===== config.mk =====
export PLATFORM = sky130hd
export DESIGN_NAME = bus_wake_sequencer
export DESIGN_NICKNAME = d
export VERILOG_FILES = /design/src/rtl/bus_wake_pkg.sv /design/src/rtl/bus_wake_cfg.sv /design/src/rtl/bus_wake_timer.sv /design/src/rtl/bus_wake_ctrl.sv /design/src/rtl/bus_wake_sequencer.sv
export SDC_FILE = /design/constraint.sdc
export NUM_CORES = 1
export LEC_CHECK = 0
export ABC_AREA = 1
export BUFFER_PORTS_ARGS = -buffer_cell sky130_fd_sc_hd__buf_2
export CORE_MARGIN = 4
export CORE_UTILIZATION = 57
export DETAILED_ROUTE_END_ITERATION = 10
export GPL_TIMING_DRIVEN = 0
export PLACE_DENSITY = 0.79
export SLEW_MARGIN = 20
export SYNTH_ARGS = -nofsm -noshare
export SYNTH_HDL_FRONTEND = slang
export SYNTH_SLANG_ARGS = --single-unit

===== constraint.sdc =====
create_clock -name clk -period 3.45 [get_ports clk]
set_input_delay 0.345 -clock clk [delete_from_list [all_inputs] [get_ports clk]]
set_output_delay 0.345 -clock clk [all_outputs]
set_load 0.02 [all_outputs]

===== src/rtl/bus_wake_pkg.sv =====
package bus_wake_pkg;

    typedef enum logic [1:0] {
        LN_RELEASE = 2'b00,
        LN_K       = 2'b01,
        LN_SE0     = 2'b10,
        LN_J       = 2'b11
    } line_e;

    typedef enum logic [1:0] {
        SPD_HIGH = 2'b00,
        SPD_FULL = 2'b01,
        SPD_LOW  = 2'b10,
        SPD_RSV  = 2'b11
    } speed_e;

    typedef enum logic [1:0] {
        PH_IDLE = 2'b00,
        PH_K    = 2'b01,
        PH_SE0  = 2'b10,
        PH_TAIL = 2'b11
    } phase_e;

    typedef struct packed {
        logic host;
        logic was_hs;
        logic tail_j;
    } wake_ctx_t;

    function automatic wake_ctx_t make_ctx(input logic host, input logic [1:0] spd);
        wake_ctx_t c;
        c.host   = host;
        c.was_hs = (spd == SPD_HIGH);
        c.tail_j = (spd != SPD_HIGH);
        return c;
    endfunction

    function automatic line_e phase_to_line(input phase_e p);
        case (p)
            PH_K:    return LN_K;
            PH_SE0:  return LN_SE0;
            PH_TAIL: return LN_J;
            default: return LN_RELEASE;
        endcase
    endfunction

    function automatic int unsigned max3(input int unsigned a, input int unsigned b,
                                         input int unsigned c);
        int unsigned m;
        m = (a > b) ? a : b;
        return (m > c) ? m : c;
    endfunction

endpackage


===== src/rtl/bus_wake_cfg.sv =====
module bus_wake_cfg (
    input  logic clk,
    input  logic rst,
    input  logic wr_en,
    input  logic wr_val,
    output logic auto_q
);
    always_ff @(posedge clk) begin
        if (rst)        auto_q <= 1'b0;
        else if (wr_en) auto_q <= wr_val;
    end
endmodule


===== src/rtl/bus_wake_timer.sv =====
module bus_wake_timer #(
    parameter int unsigned CW = 8
) (
    input  logic          clk,
    input  logic          rst,
    input  logic          clr,
    output logic [CW-1:0] cnt_q
);
    always_ff @(posedge clk) begin
        if (rst || clr) cnt_q <= '0;
        else            cnt_q <= cnt_q + 1'b1;
    end
endmodule


===== src/rtl/bus_wake_ctrl.sv =====
module bus_wake_ctrl
    import bus_wake_pkg::*;
#(
    parameter int unsigned K_CYCLES   = 1200000,
    parameter int unsigned SE0_CYCLES = 80,
    parameter int unsigned TAIL_CYCLES = 4,
    parameter int unsigned CW         = 21
) (
    input  logic          clk,
    input  logic          rst,
    input  logic          start,
    input  wake_ctx_t     ctx_in,
    input  logic [CW-1:0] cnt,
    output logic          cnt_clr,
    output phase_e        phase_q,
    output wake_ctx_t     ctx_q,
    output logic          hs_pulse
);
    localparam logic [CW-1:0] K_LAST    = CW'(K_CYCLES - 1);
    localparam logic [CW-1:0] SE0_LAST  = CW'(SE0_CYCLES - 1);
    localparam logic [CW-1:0] TAIL_LAST = CW'(TAIL_CYCLES - 1);
    localparam logic [CW-1:0] SE0_MID   = CW'(SE0_CYCLES / 2);

    phase_e phase_d;

    always_comb begin
        phase_d = phase_q;
        case (phase_q)
            PH_IDLE: if (start) phase_d = PH_K;
            PH_K: if (cnt == K_LAST) begin
                if (ctx_q.host)        phase_d = PH_SE0;
                else if (ctx_q.tail_j) phase_d = PH_TAIL;
                else                   phase_d = PH_IDLE;
            end
            PH_SE0:  if (cnt == SE0_LAST)  phase_d = PH_IDLE;
            PH_TAIL: if (cnt == TAIL_LAST) phase_d = PH_IDLE;
            default: phase_d = PH_IDLE;
        endcase
    end

    assign cnt_clr = (phase_q == PH_IDLE) || (phase_d != phase_q);

    always_ff @(posedge clk) begin
        if (rst) begin
            phase_q <= PH_IDLE;
            ctx_q   <= '0;
        end else begin
            phase_q <= phase_d;
            if (phase_q == PH_IDLE && start) ctx_q <= ctx_in;
        end
    end

    assign hs_pulse = (phase_q == PH_SE0) && ctx_q.host && ctx_q.was_hs && (cnt == SE0_MID);
endmodule


===== src/rtl/bus_wake_sequencer.sv =====
module bus_wake_sequencer
    import bus_wake_pkg::*;
#(
    parameter int unsigned K_CYCLES    = 1200000,
    parameter int unsigned SE0_CYCLES  = 80,
    parameter int unsigned TAIL_CYCLES = 4
) (
    input  logic       clk,
    input  logic       rst,
    input  logic       auto_we,
    input  logic       auto_wdata,
    input  logic       wake_evt,
    input  logic       role_host,
    input  logic [1:0] link_speed,
    output logic [1:0] line_code,
    output logic       hs_mode_req
);
    localparam int unsigned MAXC = max3(K_CYCLES, SE0_CYCLES, TAIL_CYCLES);
    localparam int unsigned CW   = $clog2(MAXC + 1);

    logic          auto_q;
    logic          start;
    logic          cnt_clr;
    logic [CW-1:0] cnt;
    phase_e        phase_q;
    wake_ctx_t     ctx_q;
    wake_ctx_t     ctx_in;

    bus_wake_cfg cfg_i (
        .clk(clk), .rst(rst), .wr_en(auto_we), .wr_val(auto_wdata), .auto_q(auto_q)
    );

    assign start  = wake_evt && (role_host ? auto_q : 1'b1);
    assign ctx_in = make_ctx(role_host, link_speed);

    bus_wake_timer #(.CW(CW)) tmr_i (
        .clk(clk), .rst(rst), .clr(cnt_clr), .cnt_q(cnt)
    );

    bus_wake_ctrl #(
        .K_CYCLES(K_CYCLES), .SE0_CYCLES(SE0_CYCLES),
        .TAIL_CYCLES(TAIL_CYCLES), .CW(CW)
    ) ctrl_i (
        .clk(clk), .rst(rst), .start(start), .ctx_in(ctx_in), .cnt(cnt),
        .cnt_clr(cnt_clr), .phase_q(phase_q), .ctx_q(ctx_q), .hs_pulse(hs_mode_req)
    );

    assign line_code = phase_to_line(phase_q);
endmodule


==> metrics.sh <==
FP.DIEAREA_UM2=3757
DPL.CELL_COUNT=272
CTS_HOLD_BUFFERS=0
NETLIST.TOP_CELL.BY_AREA='sky130_fd_sc_hd__dfxtp_1'
HOLD_PATH.CLASS='in -> reg'
REG2REG_SETUP_SLACK_NS=1.53
STDCELL_COUNT=276
WORSTREGTOREGCELLS=11
WIRE_LENGTH_OF_THE_FIRST_GLOBAL_ROUTING_PASS_UM=5175
CAP_VIOLATIONS=0
POST_ROUTE_CELLS_DRIVE_ABOVE_1_SHARE_PCT=22.86
RR_STARTPOINT='tmr_i.cnt_q[0]'
ANTENNA_CELLS=0
SYNTH_ENABLE_FLOP_CELLS=0
CP-END-KIND='register'
ARRIVAL_NS=2.17
RSZ0062_AT_GRT='no'
NUMBER_OF_I_O_PINS=11
FINAL_ANTENNA_NET_COUNT=0
GRT_REMAINING_OVERFLOW=0
SYNTHTOLAYOUTAREAGROWTH_PCT=7.187
TIMING.CRITICAL_PATH.FROM_TYPE='register'
NUMBER_OF_ANTENNA_VIOLATIONS_AT_THE_FIRST_CHECK_IN_GLOBAL_ROUTING=0
YOSYS_MOST_USED_DFF='sky130_fd_sc_hd__dfxtp_1'
SYNTH_TOP_CELL_AREA_SHARE_PCT=33.38
FP-ROW-COUNT=19
CRIT_PATH_END='tmr_i.cnt_q[16]'
GRTUSAGEMET3_PCT=3.354
DIE_WD_UM=61.30
GRT_MOST_USED_LAYER='met2'
DRC_ERRORS=0
LARGEST_NET_DEGREE_AT_THE_START_OF_GLOBAL_ROUTING=16
CTS_HTREE_LEVELS=1
SYNTH_NETS=241
PERIOD_NEEDED_NS=1.924
CLKSINKCOUNT=27
CTS_BUFFER_DEPTH=2
GLOBAL_ROUTE.USAGE.MET1_PCT=24.42
FINAL_DESIGN_AREA_NO_FILL_UM2=1735
SYNTH_COMMON_CELLS='sky130_fd_sc_hd__nand2_1, sky130_fd_sc_hd__inv_1, sky130_fd_sc_hd__nor2_1'
TRITONCTS='yes'
COREAREA_UM2=2734
CLKTRANSATPATHREGS_NS=0.14
SYNTH_SEQUENTIAL_AREA_RATIO_PCT=33.38
POST_SYNTH_MAIN_AREA_CONTRIBUTORS='sky130_fd_sc_hd__dfxtp_1, sky130_fd_sc_hd__nor2_2, sky130_fd_sc_hd__nand2_1'
POWER-PER-CELL-AREA_nW_PER_UM2=288.1
ROUTE.DETAILED.WL_PER_INST_UM=10.32
ROUTED_WIRELENGTH_UM=2849
YS_ASYNC_SR_FRACTION_PCT=0
VDD_DROP_MAX_mV=0.2377
ROUTE.DETAILED.VIAS_PER_INST=4.891
FINISH.NET_COUNT=256
FINALHOLDVIOLCOUNT=0
STARTING_DENSITY_OF_THE_CORE_PCT=59.22
CRITICAL_PATH.MAX_FANOUT=10
NUMBER_OF_INSTANCES_IN_THE_SYNTHESIZED_NETLIST=231
NUMPORTBUFFERS=10
FIRST_ITER_VIOLATIONS=27
YOSYS.CELL_COUNT.TOP_TYPE='sky130_fd_sc_hd__nand2_1'
GR-USAGE-ALL-LAYERS_PCT=18.15
CTS_ROOT_BUFFER='sky130_fd_sc_hd__clkbuf_4'
GPL.FINAL_WEIGHTED_CONGESTION=0.8026
CRITICALPATHCATEGORY='reg -> reg'
FMAX_MHz=519.6
LEAKAGEPOWER_uW=0.0006838
FP.DIEH_UM=61.30
CTS-RESIZED-GATES=0
PLACED_CELL_AREA_UM2=1708
FINALSETUPVIOLCOUNT=0
HOLDCRITSTARTPOINT='auto_we'
FINAL_MIN_PERIOD_OVER_CLOCK_PERIOD_PCT=55.78
SYNTH.YOSYS.WARNINGS=0
CTS_POST_SETUP_BUFFERS_INSERTED=0
CP_DATA_REQUIRED_TIME_NS=3.70
CTS_MADE_BUFFERS=3
SYNTH_AREA_PER_CELL_UM2=7.009
ROUTE.VIAS.TOTAL=1350
STARTPOINT='tmr_i.cnt_q[0]'
FINAL.SETUP.TNS_NS=0
FIRST_GLOBAL_VIAS=1248
DETAILED_PLACE_HPWL_UM=2266
RUN_STATUS='finished, final reports clean'
YOSYS.CELL_TYPES.COUNT=27
SLEW_VIOL_FINAL=0
CRITICAL_PATH.REG2REG.ENDPOINT='tmr_i.cnt_q[16]'
DRT_PASS1_ITERATIONS=4
WORST-SLEW-PIN-TRANSITION_NS=0.3005
SYN-CELL-AREA_UM2=1619
MAXSLEWHEADROOM_PCT=79.89
CLOCK_NETWORK_LATENCY_TO_THE_LATER_PIN_OF_THE_WORST_SKEW_PAIR_NS=0.34
YOSYS_REGISTER_BITS=27
FILLER_CELL_COUNT=258
GRT.MET2_USAGE_PCT=28.40
WORST_CLOCK_SKEW_NS=0.003344
-- registers in the layout, indices dropped and copies added, names as in the netlist --
| signal | flops |
|---|---|
| cfg_i.auto_q | 1 |
| ctrl_i.ctx_q | 3 |
| ctrl_i.phase_q | 2 |
| tmr_i.cnt_q | 21 |
-- worst max-delay path, cell delays in order, from the launching register on --
cell and delay (ns):
sky130_fd_sc_hd__dfxtp_1 0.49, sky130_fd_sc_hd__ha_1 0.29, sky130_fd_sc_hd__nand2_1 0.09, sky130_fd_sc_hd__nor2_2 0.16, sky130_fd_sc_hd__nand2_2 0.09, sky130_fd_sc_hd__nor2_4 0.14
sky130_fd_sc_hd__nand3_2 0.07, sky130_fd_sc_hd__nand2_2 0.08, sky130_fd_sc_hd__nand3_2 0.11, sky130_fd_sc_hd__nand3_4 0.10, sky130_fd_sc_hd__buf_6 0.17, sky130_fd_sc_hd__nor2_2 0.04
-- logic make-up after synthesis --
| logic type | after synthesis | share of synthesized area, % |
|---|---|---|
| AOI/OAI and AO/OA | 12 | 3.787 |
| DFF | 27 | 33.38 |
| xor gates and xnor gates | 17 | 9.196 |
| and+or+nand+nor | 131 | 41.42 |
| adders and majority gates | 2 | 1.545 |
| buffers and inverters | 42 | 10.66 |
-- stage by stage --
stage               hold WS (ns)  worst slack, ns  utilization, %  total power (uW)
floorplan                 0.4141            1.767               -             354.9
global placement          0.4454            1.580           62.47             364.8
detailed placement        0.4545            1.530           62.47             365.6
CTS                       0.1600            1.517           63.48             505.2
global route              0.1439            1.287           63.48             525.4
finish                    0.1662            1.526           63.48             500.0
-- how the worst min path moves through the flow --
stage	slack (ns)	cells after the start	endpoint
final	0.17	2	cfg_i.auto_q
after global routing	0.14	2	cfg_i.auto_q
after CTS	0.16	2	cfg_i.auto_q
after detailed placement	0.45	2	ctrl_i.ctx_q[1]
after global placement	0.45	2	ctrl_i.ctx_q[1]
after floorplan	0.41	1	ctrl_i.ctx_q[0]
-- power by group --
part	switching, uW	internal (uW)	total (uW)
registers	5.07	317	322
logic	22.3	14.1	36.4
clock network	97.5	43.7	141
-- area by class of cell --
| type | count | area (um^2) | share of cell area, % |
|---|---|---|---|
| Inverter | 38 | 142.6 | 8.219 |
| Multi-Input combinational cell | 162 | 905.9 | 52.20 |
| Buffer | 4 | 30.03 | 1.730 |
| Timing Repair Buffer | 10 | 50.05 | 2.884 |
| Tap cell | 31 | 38.79 | 2.235 |
| Clock buffer | 3 | 22.52 | 1.298 |
| Sequential cell | 27 | 540.5 | 31.15 |
| Clock inverter | 1 | 5.005 | 0.2884 |
-- per-layer routing --
layer	routed length [um]	vias to the layer above
li1	-	737
met1	1407	588
met2	1306	19
met3	81	6
met4	54	0
met5	0	-
-- layout by cell type, fill, tap and decap left out, drive strengths merged --
master and instances:
clkinv 1, nand4 4, o21ai 5, buf 12, nor2 55, and2 1
dfxtp 27, a21oi 6, clkbuf 5, nor4 1, nand2 46, nand3b 2
ha 2, xnor2 7, a31oi 1, nand3 17, nor3 5, xor2 10
inv 38
Note: power is estimated with default switching activity, not from simulation.
